<file path="config.mk">
export PLATFORM = sky130hd
export DESIGN_NAME = pse_irq_ctrl
export DESIGN_NICKNAME = d
export VERILOG_FILES = /design/src/rtl/pse_irq_pkg.sv /design/src/rtl/pse_irq_evt_bank.sv /design/src/rtl/pse_irq_regs.sv /design/src/rtl/pse_irq_out.sv /design/src/rtl/pse_irq_ctrl.sv
export SDC_FILE = /design/constraint.sdc
export NUM_CORES = 1
export LEC_CHECK = 0
export BUFFER_PORTS_ARGS = -buffer_cell sky130_fd_sc_hd__buf_2
export CAP_MARGIN = 20
export CORE_ASPECT_RATIO = 1.2
export CORE_MARGIN = 4
export CORE_UTILIZATION = 35
export DETAILED_ROUTE_END_ITERATION = 10
export GPL_TIMING_DRIVEN = 0
export PLACE_DENSITY = 0.64
export SYNTH_ARGS = -nofsm -noshare
export SYNTH_HDL_FRONTEND = slang
export SYNTH_SLANG_ARGS = --single-unit
</file>
<file path="constraint.sdc">
create_clock -name clk_i -period 3 [get_ports clk_i]
set_clock_uncertainty 0.15 [all_clocks]
set_input_delay 0 -clock clk_i [delete_from_list [all_inputs] [get_ports clk_i]]
set_output_delay 0 -clock clk_i [all_outputs]
set_load 0.05 [all_outputs]
</file>
<file path="src/rtl/pse_irq_pkg.sv">
package pse_irq_pkg;
  localparam int ADDR_W = 8;
  localparam int DATA_W = 8;

  localparam logic [ADDR_W-1:0] ADDR_STAT = 8'h00;
  localparam logic [ADDR_W-1:0] ADDR_MASK = 8'h01;
  localparam logic [ADDR_W-1:0] ADDR_EVT0 = 8'h02;
  localparam logic [ADDR_W-1:0] ADDR_CMD  = 8'h1A;

  localparam int CMD_CLR_BIT  = 7;
  localparam int CMD_SRST_BIT = 4;

  // class c: plain view at even address, clear-on-read alias right above it
  function automatic logic [ADDR_W-1:0] evt_ro_addr(input int c);
    return ADDR_EVT0 + ADDR_W'(2 * c);
  endfunction

  function automatic logic [ADDR_W-1:0] evt_cor_addr(input int c);
    return ADDR_EVT0 + ADDR_W'(2 * c + 1);
  endfunction
endpackage

</file>
<file path="src/rtl/pse_irq_evt_bank.sv">
module pse_irq_evt_bank #(
  parameter int NCLASS = 4,
  parameter int NPORTS = 4
) (
  input  logic                           clk_i,
  input  logic                           rst_ni,
  input  logic [NCLASS-1:0][NPORTS-1:0]  set_i,
  input  logic [NCLASS-1:0]              clr_i,
  input  logic                           clr_all_i,
  output logic [NCLASS-1:0][NPORTS-1:0]  ev_o,
  output logic [NCLASS-1:0]              pend_o
);
  logic [NCLASS-1:0][NPORTS-1:0] ev_q;

  for (genvar c = 0; c < NCLASS; c++) begin : g_class
    always_ff @(posedge clk_i or negedge rst_ni) begin
      if (!rst_ni)                  ev_q[c] <= '0;
      else if (clr_i[c] || clr_all_i) ev_q[c] <= set_i[c];  // new pulse survives clear
      else                          ev_q[c] <= ev_q[c] | set_i[c];
    end

    assign pend_o[c] = |ev_q[c];

    // pending bits hold while no clear is applied
    a_r2_sticky: assert property (@(posedge clk_i) disable iff (!rst_ni)
      (!clr_i[c] && !clr_all_i) |=> ((ev_q[c] & $past(ev_q[c])) == $past(ev_q[c])));

    // a pulse is always captured, also against a clear
    a_r7_set_wins: assert property (@(posedge clk_i) disable iff (!rst_ni)
      (set_i[c] != '0) |=> ((ev_q[c] & $past(set_i[c])) == $past(set_i[c])));

    // clear with no new pulse empties the class
    a_r6_cleared: assert property (@(posedge clk_i) disable iff (!rst_ni)
      ((clr_i[c] || clr_all_i) && set_i[c] == '0) |=> (ev_q[c] == '0));
  end

  assign ev_o = ev_q;
endmodule

</file>
<file path="src/rtl/pse_irq_regs.sv">
module pse_irq_regs
  import pse_irq_pkg::*;
#(
  parameter int NCLASS = 4,
  parameter int NPORTS = 4
) (
  input  logic                           clk_i,
  input  logic                           rst_ni,
  input  logic                           rd_i,
  input  logic                           wr_i,
  input  logic [ADDR_W-1:0]              addr_i,
  input  logic [DATA_W-1:0]              wdata_i,
  input  logic [NCLASS-1:0][NPORTS-1:0]  ev_i,
  input  logic [NCLASS-1:0]              pend_i,
  output logic [DATA_W-1:0]              rdata_o,
  output logic [NCLASS-1:0]              mask_o,
  output logic [NCLASS-1:0]              clr_o,
  output logic                           clr_all_o
);
  logic [NCLASS-1:0] ro_hit, cor_hit, mask_q;
  logic [DATA_W-1:0] rd_val, rdata_q;
  logic cmd_wr, glob_clr, soft_rst;

  for (genvar c = 0; c < NCLASS; c++) begin : g_dec
    assign ro_hit[c]  = (addr_i == evt_ro_addr(c));
    assign cor_hit[c] = (addr_i == evt_cor_addr(c));
    assign clr_o[c]   = rd_i && cor_hit[c];
  end

  assign cmd_wr    = wr_i && (addr_i == ADDR_CMD);
  assign glob_clr  = cmd_wr && wdata_i[CMD_CLR_BIT];
  assign soft_rst  = cmd_wr && wdata_i[CMD_SRST_BIT];
  assign clr_all_o = glob_clr || soft_rst;

  always_ff @(posedge clk_i or negedge rst_ni) begin
    if (!rst_ni)                              mask_q <= '0;
    else if (soft_rst)                        mask_q <= '0;
    else if (wr_i && addr_i == ADDR_MASK)     mask_q <= wdata_i[NCLASS-1:0];
  end

  always_comb begin
    rd_val = '0;
    if (addr_i == ADDR_STAT) rd_val[NCLASS-1:0] = pend_i;
    if (addr_i == ADDR_MASK) rd_val[NCLASS-1:0] = mask_q;
    for (int c = 0; c < NCLASS; c++)
      if (ro_hit[c] || cor_hit[c]) rd_val[NPORTS-1:0] = ev_i[c];
  end

  always_ff @(posedge clk_i or negedge rst_ni) begin
    if (!rst_ni)   rdata_q <= '0;
    else if (rd_i) rdata_q <= rd_val;
  end

  assign rdata_o = rdata_q;
  assign mask_o  = mask_q;

  // read data holds between reads
  a_r10_rdata_hold: assert property (@(posedge clk_i) disable iff (!rst_ni)
    !rd_i |=> $stable(rdata_o));

  // command register never reads back set bits
  a_r8_cmd_reads_zero: assert property (@(posedge clk_i) disable iff (!rst_ni)
    (rd_i && addr_i == ADDR_CMD) |=> (rdata_o == '0));

  // soft reset returns the mask to zero
  a_r9_mask_reset: assert property (@(posedge clk_i) disable iff (!rst_ni)
    soft_rst |=> (mask_o == '0));
endmodule

</file>
<file path="src/rtl/pse_irq_out.sv">
module pse_irq_out #(
  parameter int NCLASS = 4
) (
  input  logic [NCLASS-1:0] pend_i,
  input  logic [NCLASS-1:0] mask_i,
  output logic              irq_n_o
);
  // 0 = pad driver on (line pulled low), 1 = driver released
  assign irq_n_o = ~|(pend_i & mask_i);
endmodule

</file>
<file path="src/rtl/pse_irq_ctrl.sv">
module pse_irq_ctrl
  import pse_irq_pkg::*;
#(
  parameter int NCLASS = 4,
  parameter int NPORTS = 4
) (
  input  logic                       clk_i,
  input  logic                       rst_ni,
  input  logic [NCLASS*NPORTS-1:0]   evt_i,
  input  logic                       rd_i,
  input  logic                       wr_i,
  input  logic [ADDR_W-1:0]          addr_i,
  input  logic [DATA_W-1:0]          wdata_i,
  output logic [DATA_W-1:0]          rdata_o,
  output logic                       irq_n_o
);
  logic [NCLASS-1:0][NPORTS-1:0] set_w, ev_w;
  logic [NCLASS-1:0] pend_w, mask_w, clr_w;
  logic clr_all_w;

  for (genvar c = 0; c < NCLASS; c++) begin : g_unpack
    assign set_w[c] = evt_i[c*NPORTS +: NPORTS];
  end

  pse_irq_evt_bank #(.NCLASS(NCLASS), .NPORTS(NPORTS)) u_bank (
    .clk_i     (clk_i),
    .rst_ni    (rst_ni),
    .set_i     (set_w),
    .clr_i     (clr_w),
    .clr_all_i (clr_all_w),
    .ev_o      (ev_w),
    .pend_o    (pend_w)
  );

  pse_irq_regs #(.NCLASS(NCLASS), .NPORTS(NPORTS)) u_regs (
    .clk_i     (clk_i),
    .rst_ni    (rst_ni),
    .rd_i      (rd_i),
    .wr_i      (wr_i),
    .addr_i    (addr_i),
    .wdata_i   (wdata_i),
    .ev_i      (ev_w),
    .pend_i    (pend_w),
    .rdata_o   (rdata_o),
    .mask_o    (mask_w),
    .clr_o     (clr_w),
    .clr_all_o (clr_all_w)
  );

  pse_irq_out #(.NCLASS(NCLASS)) u_out (
    .pend_i  (pend_w),
    .mask_i  (mask_w),
    .irq_n_o (irq_n_o)
  );

  // fully masked controller never pulls the line
  a_r4_masked_quiet: assert property (@(posedge clk_i) disable iff (!rst_ni)
    (mask_w == '0) |-> irq_n_o);

  // nothing pending keeps the line released
  a_r4_idle_quiet: assert property (@(posedge clk_i) disable iff (!rst_ni)
    (pend_w == '0) |-> irq_n_o);
endmodule

</file>
Word-level counts from Yosys, hierarchy flattened:

Index checks and enable logic that the tools add are counted.

* input bits: 36
* memories kept: 0
* output and inout port bits: 9
* logic and storage cells: 58
* RAM bits: 0
* register bits after elaboration: 24
* bits in latches: 0
* ROM bits: 0

* shifts and indexed selects: 0
* bitwise gates (word level): 5
* muxes and demuxes: 12
* add/sub/neg operators: 0
* eq/ne operators: 10
* magnitude comparators: 0
* reductions and logical operators: 25
* divide/modulo/power cells: 0
* $mul: 0

Operators with widths (number)
* 4-bit 2-to-1 mux: 12
* 8-bit by 3-bit == test with 1-bit output (second input constant): 4
* 4-bit OR reduction: 5
* 8-bit by 2-bit == test with 1-bit output (second input constant): 2
* 8-bit by 4-bit == test with 1-bit output (second input constant): 2
* 4-bit OR: 4
* 1-bit logical OR: 9
* 8-bit by 1-bit == test with 1-bit output (second input constant): 1
* 8-bit by 5-bit == test with 1-bit output (second input constant): 1
* 1-bit logical AND: 8
* 8-bit zero test: 1
* 4-bit bitwise AND: 1
* 2-bit nonzero test: 1
* 1-bit zero test: 1

Logic depth before layout (Yosys ltp):

Gate-level depths: netlist of run 1.

* depth in word-level cells: 7
* gate-level depth with buffers: 6
* depth with buffers taken out: 4

Modules after synthesis:

A second synthesis of run 1 with hierarchy kept.

* cell total of the unflattened synthesis: 121
* area total of the unflattened synthesis: 1283.7 um^2

Modules (own cells, without submodules)
* pse_irq_regs: area each 689.4 um^2, cells each 79, seq. area each 200.2 um^2, times used 1
* pse_irq_evt_bank: area each 570.5 um^2, cells each 40, seq. area each 400.4 um^2, times used 1
* pse_irq_out: area each 23.8 um^2, cells each 2, seq. area each 0.0 um^2, times used 1

Worst setup path after synthesis of run 1:

No wires, ideal clock.

* kind: input to register
* start point: in addr_i[4]
* end point: reg u_regs.mask_q[0] (netlist: u_regs.mask_o[0])
* path slack: 1.537 ns
* buffers on the path: 0
* library setup time: 0.120 ns
* required time: 2.730 ns
* arrival time: 1.193 ns
* stages on the path: 4
* cells stage by stage: or4_4 > nor4_4 > mux2i_1 > nor2_1

* longest elaborated chain between the ends: 4
* elaborated cells on any way between the ends: 7
* classes of those cells: eq/ne (2); mux (1); reduce/logical (4)

Ends and longest elaborated chain
* start: declaration: line pse_irq_ctrl.sv:12 `input logic [ADDR_W-1:0] addr_i,`
* 8-bit by 5-bit == test with 1-bit output: line pse_irq_regs.sv:30 `assign cmd_wr = wr_i && (addr_i == ADDR_CMD);`
* 1-bit logical AND: line pse_irq_regs.sv:30
* 1-bit logical AND: line pse_irq_regs.sv:32 `assign soft_rst = cmd_wr && wdata_i[CMD_SRST_BIT];`
* 4-bit 2-to-1 mux / 2-bit nonzero test (equally long branches)
* end signal: assignment: line pse_irq_regs.sv:38 `else if (wr_i && addr_i == ADDR_MASK) mask_q <= wdata_i[NCLASS-1:0];`
* end: declaration: line pse_irq_regs.sv:20 `logic [NCLASS-1:0] ro_hit, cor_hit, mask_q;`

Parallel ways exist; a longest one is shown, timed or not.
A chain may end at the register's enable or synchronous reset.

Worst setup path in the final report of run 1:

* start point: in addr_i[6]
* end point: reg u_regs.mask_q[2] (netlist: u_regs.mask_o[2])

The elaborated chain is that of the path after synthesis.

==> results.py, run 1 <==
metrics = {
    "outcome": {
        "status": "complete, but fails checks",
        "violations": "hold timing",
    },
    "clocking": {
        "clockRootBuffer": "clkbuf_8",
        "cts.sinks": 24,
        "worstSkewPairLatency_ns": 0.27,
        "cts_buffers": 3,
        "cts_tree": "done",
        "htree_levels": 1,
        "postCtsSetupBuffers": 0,
        "clk_path_buf_depth": 2,
        "cts.reportedPaths.clkPinSlew_ns": 0.09,
    },
    "worst_setup_path": {
        "reg2reg_from": "u_bank.ev_o[4]",
        "critPathMaxFanout": 5,
        "crit_path_start": "addr_i[6]",
        "crit_path_start_kind": "input port",
        "cp_data_required_time_ns": 3.01,
        "crit_type": "input port to flip-flop",
        "end_kind": "flip-flop",
        "cp_data_arrival_time_ns": 2.42,
    },
    "sta": {
        "setup_tns_ns": 0,
        "setup_viol": 0,
        "min_period_over_period": 0.804,
        "hold_violations": 1,
        "tightest_slew_ns": 0.531,
        "slew_viol_final": 0,
        "min_period_ns": 2.41,
        "relSlewSlack": 0.646,
        "rsz0062_at_grt": "false",
        "fmax_mhz": 415,
        "fin_hold_ws_ns": -0.000633,
    },
    "floorplanning": {
        "dieArea_mm2": 0.00481,
        "die_h_um": 75.2,
        "core_mm2": 0.00363,
        "start_util": 0.363,
        "die_w_um": 64.0,
        "io_pins": 45,
        "rows": 24,
    },
    "pwr": {
        "finalPower_uw": 769,
        "p_seq_frac": 0.437,
        "netSwitchingFraction": 0.253,
        "p_clk_frac": 0.369,
        "switchingPower_uw": 195,
        "power_density_mw_per_mm2": 401,
        "irDropWorstVdd_uv": 240,
        "intPower_uw": 575,
        "combPwrFrac": 0.194,
        "p_leak_uw": 0.000787,
    },
    "route": {
        "ant_nets": 0,
        "vias": 1261,
        "drt_wl_total_um": 3400,
        "drt_iter0_markers": 25,
        "drc": 0,
        "wl_per_cell_um": 13.2,
        "via_per_inst": 4.91,
        "first_pass_iters": 4,
    },
    "cells_and_area": {
        "num_antenna_cells": 0,
        "drive_above_1_share": 0.249,
        "nNetsFinal": 242,
        "num-fill-cells": 340,
        "area_growth_pct": 45.8,
        "postLayoutCoreUtil": 0.529,
        "fin_cells": 257,
        "final_common_cell": "buf_2",
        "final_cell_mix": "buf_2, dlygate4sd3_1, dfrtp_1",
    },
    "yosys": {
        "ys_warn_count": 0,
        "syn_area_mm2": 0.00132,
        "ys_ff_latch": 24,
        "postSynthCellCount": 134,
        "synth_seq_area_share": 0.456,
        "avgSynthCellArea_um2": 9.83,
        "ys_types": 27,
    },
    "global_routing": {
        "antenna_found_initial": 0,
        "grt_pass1_vias": 1308,
        "grt_pass1_wl_um": 5740,
        "grt-ovfl-total": 0,
        "grt_start_max_net_pins": 25,
        "grtUsageTotal": 0.154,
    },
    "flow_run": {
        "max_cap_violations": 0,
    },
    "min_path": {
        "hold_path.class": "input port to flip-flop",
        "hold_start": "rd_i",
    },
    "place": {
        "placed_cells": 226,
        "gp_congestion": 0.774,
        "place_hpwl_um": 2650,
        "io_buffers": 37,
    },
}
-- final cells by class --
class	count	area, µm²	share of cell area
Multi-Input combinational cell	105	679	0.354
Timing Repair Buffer	64	455	0.237
Tap cell	52	65.1	0.0339
Sequential cell	24	601	0.313
Clock buffer	3	41.3	0.0215
Buffer	8	48.8	0.0254
Clock inverter	1	30.0	0.0156
-- cell families after synthesis --
| kind of cell | count (synthesis) | synth area share |
|---|---|---|
| AND/OR/NAND/NOR | 66 | 0.275 |
| multiplexers | 8 | 0.0608 |
| buffers and inverters | 8 | 0.0370 |
| AO/OA/AOI/OAI | 27 | 0.168 |
| other | 1 | 0.00285 |
| flip-flops | 24 | 0.456 |
-- path summary, 6_finish.rpt --
kind	end	slack (ns)	cells after the start
hold reg to reg	u_bank.ev_o[6]	0.36	1
min in group asynchronous	u_bank.ev_o[9]	0.08	2
hold / removal	u_regs.rdata_o[2]	-0.0006	4
max in group asynchronous	u_regs.rdata_o[3]	2.26	2
setup reg to reg	u_regs.rdata_o[1]	1.54	4
setup / recovery	u_regs.mask_o[2]	0.59	7
-- worst max-delay path, stage by stage --
cell	delay (ns)
dlygate4sd3_1	0.53
buf_2	0.13
or4_4	0.47
nor4_4	0.41
mux2i_1	0.27
nor2_1	0.06
dlygate4sd3_1	0.55
-- cells in the mapped netlist --
cell | instances | area share
o221ai_1 | 4 | 0.027
or2_2 | 1 | 0.0048
a221oi_1 | 4 | 0.027
nand4b_1 | 1 | 0.0066
clkbuf_1 | 3 | 0.0085
nor3_1 | 4 | 0.015
mux2i_1 | 8 | 0.061
nand3b_1 | 4 | 0.023
or4_4 | 1 | 0.0085
buf_4 | 5 | 0.028
or3b_2 | 1 | 0.0066
dfrtp_1 | 24 | 0.46
nor2b_1 | 1 | 0.0048
o31ai_4 | 1 | 0.016
nor2_1 | 16 | 0.046
nor4_1 | 7 | 0.033
and4_1 | 1 | 0.0066
nor4b_1 | 1 | 0.0066
nand2_1 | 14 | 0.040
nor4_4 | 1 | 0.016
nand2b_1 | 7 | 0.033
o21ai_0 | 2 | 0.0076
or3_1 | 1 | 0.0048
a21o_1 | 16 | 0.091
conb_1 | 1 | 0.0028
and3_1 | 1 | 0.0048
nand3_1 | 4 | 0.015
-- registers in the layout, indices dropped and copies added (netlist names) --
name and count:
u_regs.rdata_o 4, u_regs.mask_o 4, u_bank.ev_o 16
-- power by group through the flow --
stage	combinational, µW	sequential, µW	clock, µW
3_3_place_gp	121	342	0
2_1_floorplan	63.4	356	0
5_1_grt	164	337	301
6_report	150	336	284
3_5_place_dp	124	343	0
4_1_cts	150	336	292
-- timing repair --
action                                  CTS  global route
hold buffers                             27             0
endpoints found under the setup margin    0             0
gates resized for setup                   0             0
hold endpoints to repair                 48             0
-- layer usage --
layer,GRT usage,vias to the layer above,wire (µm),share of wire
met3,0.0254,5,157,0.046
met2,0.310,35,1900,0.56
met5,0,-,0,0
met4,0.0432,0,39,0.011
li1,-,626,-,-
met1,0.166,595,1310,0.38
-- stage by stage --
step / cell area (µm²) / worst slack [ns]
after floorplan: 1330 / 1.54
after global placement: 1580 / 1.36
after CTS: 1920 / 0.572
after detailed placement: 1580 / 1.26
final: 1920 / 0.589
after global routing: 1920 / 0.434
No activity file was read; power rests on OpenSTA's default activity.
==> run 2: changes to the inputs <==
- PLACE_DENSITY: 0.64 -> 0.66
- clock period: 3 -> 2 ns (I/O delays scaled with it)
==> run 2 against run 1 <==
  * Sequential power grew 50%
  * Non-clock buffer count increased by 4
  * Setup slack worse by 0.51 ns
  * Critical path depth down 3
  * The run now ends clean
  * Register-to-register slack lost 1.0 ns
  * Via count increased by 4.8%
  * Worst hold slack improved by 0.0096 ns
  * Die area is the same
  * Wire length rose by 3.0%
  * Total power is 39% higher
  * Sequential share of layout area decreased by 0.30 points
==> results.py, run 2 (synthesis gave the netlist of run 1 again) <==
metrics = {
    "outcome": {
        "status": "completed",
    },
    "floorplanning": {
        "rows": 24,
        "io_pins": 45,
        "die_h_um": 75.2,
        "dieArea_mm2": 0.00481,
        "start_util": 0.363,
        "core_mm2": 0.00363,
        "die_w_um": 64.0,
    },
    "worst_setup_path": {
        "cp_data_arrival_time_ns": 1.77,
        "critPathMaxStageDelay_ns": 0.50,
        "crit_chain": "nor4_1, nand2b_1, and4_1, buf_2",
        "cp_data_required_time_ns": 1.85,
        "end_kind": "primary output",
        "regToRegSetupSlack_ns": 0.54,
        "critPathMaxFanout": 3,
        "crit_path_start_kind": "flip-flop",
        "critPathSlowestCell": "nor4_1",
        "crit_type": "flip-flop to primary output",
    },
    "clocking": {
        "worstSkewPairLatency_ns": 0.27,
        "clockRootBuffer": "clkbuf_8",
        "clk_path_buf_depth": 2,
        "cts_buffers": 3,
        "cts.repair.resized": 0,
        "cts_tree": "done",
        "htree_levels": 1,
        "cts.reportedPaths.clkPinSlew_ns": 0.08,
        "cts.sinks": 24,
    },
    "cells_and_area": {
        "drive_above_1_share": 0.254,
        "final_cell_mix": "buf_2, dlygate4sd3_1, dfrtp_1",
        "num_antenna_cells": 0,
        "final_common_cell": "buf_2",
        "nNetsFinal": 246,
        "postLayoutCoreUtil": 0.534,
        "largest_reg_flops": 16,
        "num-fill-cells": 332,
        "area_growth_pct": 47.2,
    },
    "sta": {
        "min_period_ns": 1.92,
        "fin_hold_ws_ns": 0.00894,
        "relSlewSlack": 0.521,
        "hold_violations": 0,
        "slew_viol_final": 0,
        "tightest_slew_ns": 0.712,
        "min_period_over_period": 0.961,
        "setup_viol": 0,
        "fmax_mhz": 520,
    },
    "pwr": {
        "intPower_uw": 774,
        "netSwitchingFraction": 0.277,
        "combPwrFrac": 0.215,
        "p_clk_frac": 0.315,
        "irDropWorstVdd_uv": 447,
        "p_seq_frac": 0.471,
        "p_leak_uw": 0.000796,
        "switchingPower_uw": 297,
        "power_density_mw_per_mm2": 552,
    },
    "route": {
        "drc": 0,
        "first_pass_iters": 4,
        "wl_per_cell_um": 13.4,
        "drt_iter0_markers": 12,
        "ant_nets": 0,
        "vias": 1321,
        "via_per_inst": 5.06,
        "drt_wl_total_um": 3510,
    },
    "min_path": {
        "hold_path.class": "input port to flip-flop",
    },
    "place": {
        "io_buffers": 37,
        "place_hpwl_um": 2630,
        "gp_congestion": 0.807,
    },
    "flow_run": {
        "max_cap_violations": 0,
    },
    "global_routing": {
        "grtUsageTotal": 0.153,
        "grt_pass1_vias": 1317,
        "antenna_found_initial": 0,
        "grt_pass1_wl_um": 5710,
        "grt-ovfl-total": 0,
        "grt_start_max_net_pins": 25,
    },
}
-- run 2: worst paths after layout --
path	startpoint	end	depth (start not counted)
max	u_bank.ev_o[8]	irq_n_o	4
min	rd_i	u_regs.rdata_o[2]	4
max reg2reg	u_bank.ev_o[8]	u_regs.rdata_o[2]	4
min reg2reg	u_bank.ev_o[14]	u_bank.ev_o[14]	1
max in group asynchronous	rst_ni	u_regs.mask_o[2]	2
min in group asynchronous	rst_ni	u_bank.ev_o[5]	2
-- run 2: repair_timing --
| action | CTS | global route |
|---|---|---|
| setup endpoints to repair | 0 | 4 |
| hold buffers | 29 | 0 |
| buffers inserted | 0 | 2 |
| hold endpoints to repair | 48 | 0 |
-- run 2: power groups by stage --
stage | clock [µW] | combinational [µW] | sequential [µW]
floorplan | 0 | 95.1 | 534
global placement | 0 | 181 | 513
detailed placement | 0 | 185 | 514
CTS | 340 | 228 | 504
global route | 360 | 251 | 506
finish | 337 | 230 | 504
-- run 2: per-stage QoR --
step           setup slack (ns)  std cells  TNS (ns)  power (µW)  area [µm²]
6_report                 0.0780        261         0        1070        1940
5_1_grt                -0.00117        261  -0.00117        1120        1940
4_1_cts                  0.0217        259         0        1070        1920
3_5_place_dp              0.278        226         0         699        1580
3_3_place_gp              0.358        226         0         694        1580
2_1_floorplan             0.537        137         0         629        1330
-- run 2: per-layer routing --
layer	up-vias	wire [µm]	part of all wire	track usage
met5	-	0	0	0
met4	0	31	0.0088	0.0504
met3	2	143	0.041	0.0224
met2	35	1970	0.56	0.319
met1	646	1370	0.39	0.154
li1	638	-	-	-
-- run 2: final cells by class --
class,instances,area [µm²],share of cell area
clock buffers,4,55.1,0.0284
well taps,52,65.1,0.0335
plain buffers,8,48.8,0.0252
flip-flops and latches,24,601,0.310
repair buffers,68,490,0.253
multi-input cells,105,679,0.350
-- run 2: critical path: cells and delay by family (launching register included) --
kind | cells | cell delay (ns)
buffers and inverters | 1 | 0.26
flip-flops | 1 | 0.41
AND/OR/NAND/NOR | 3 | 0.84
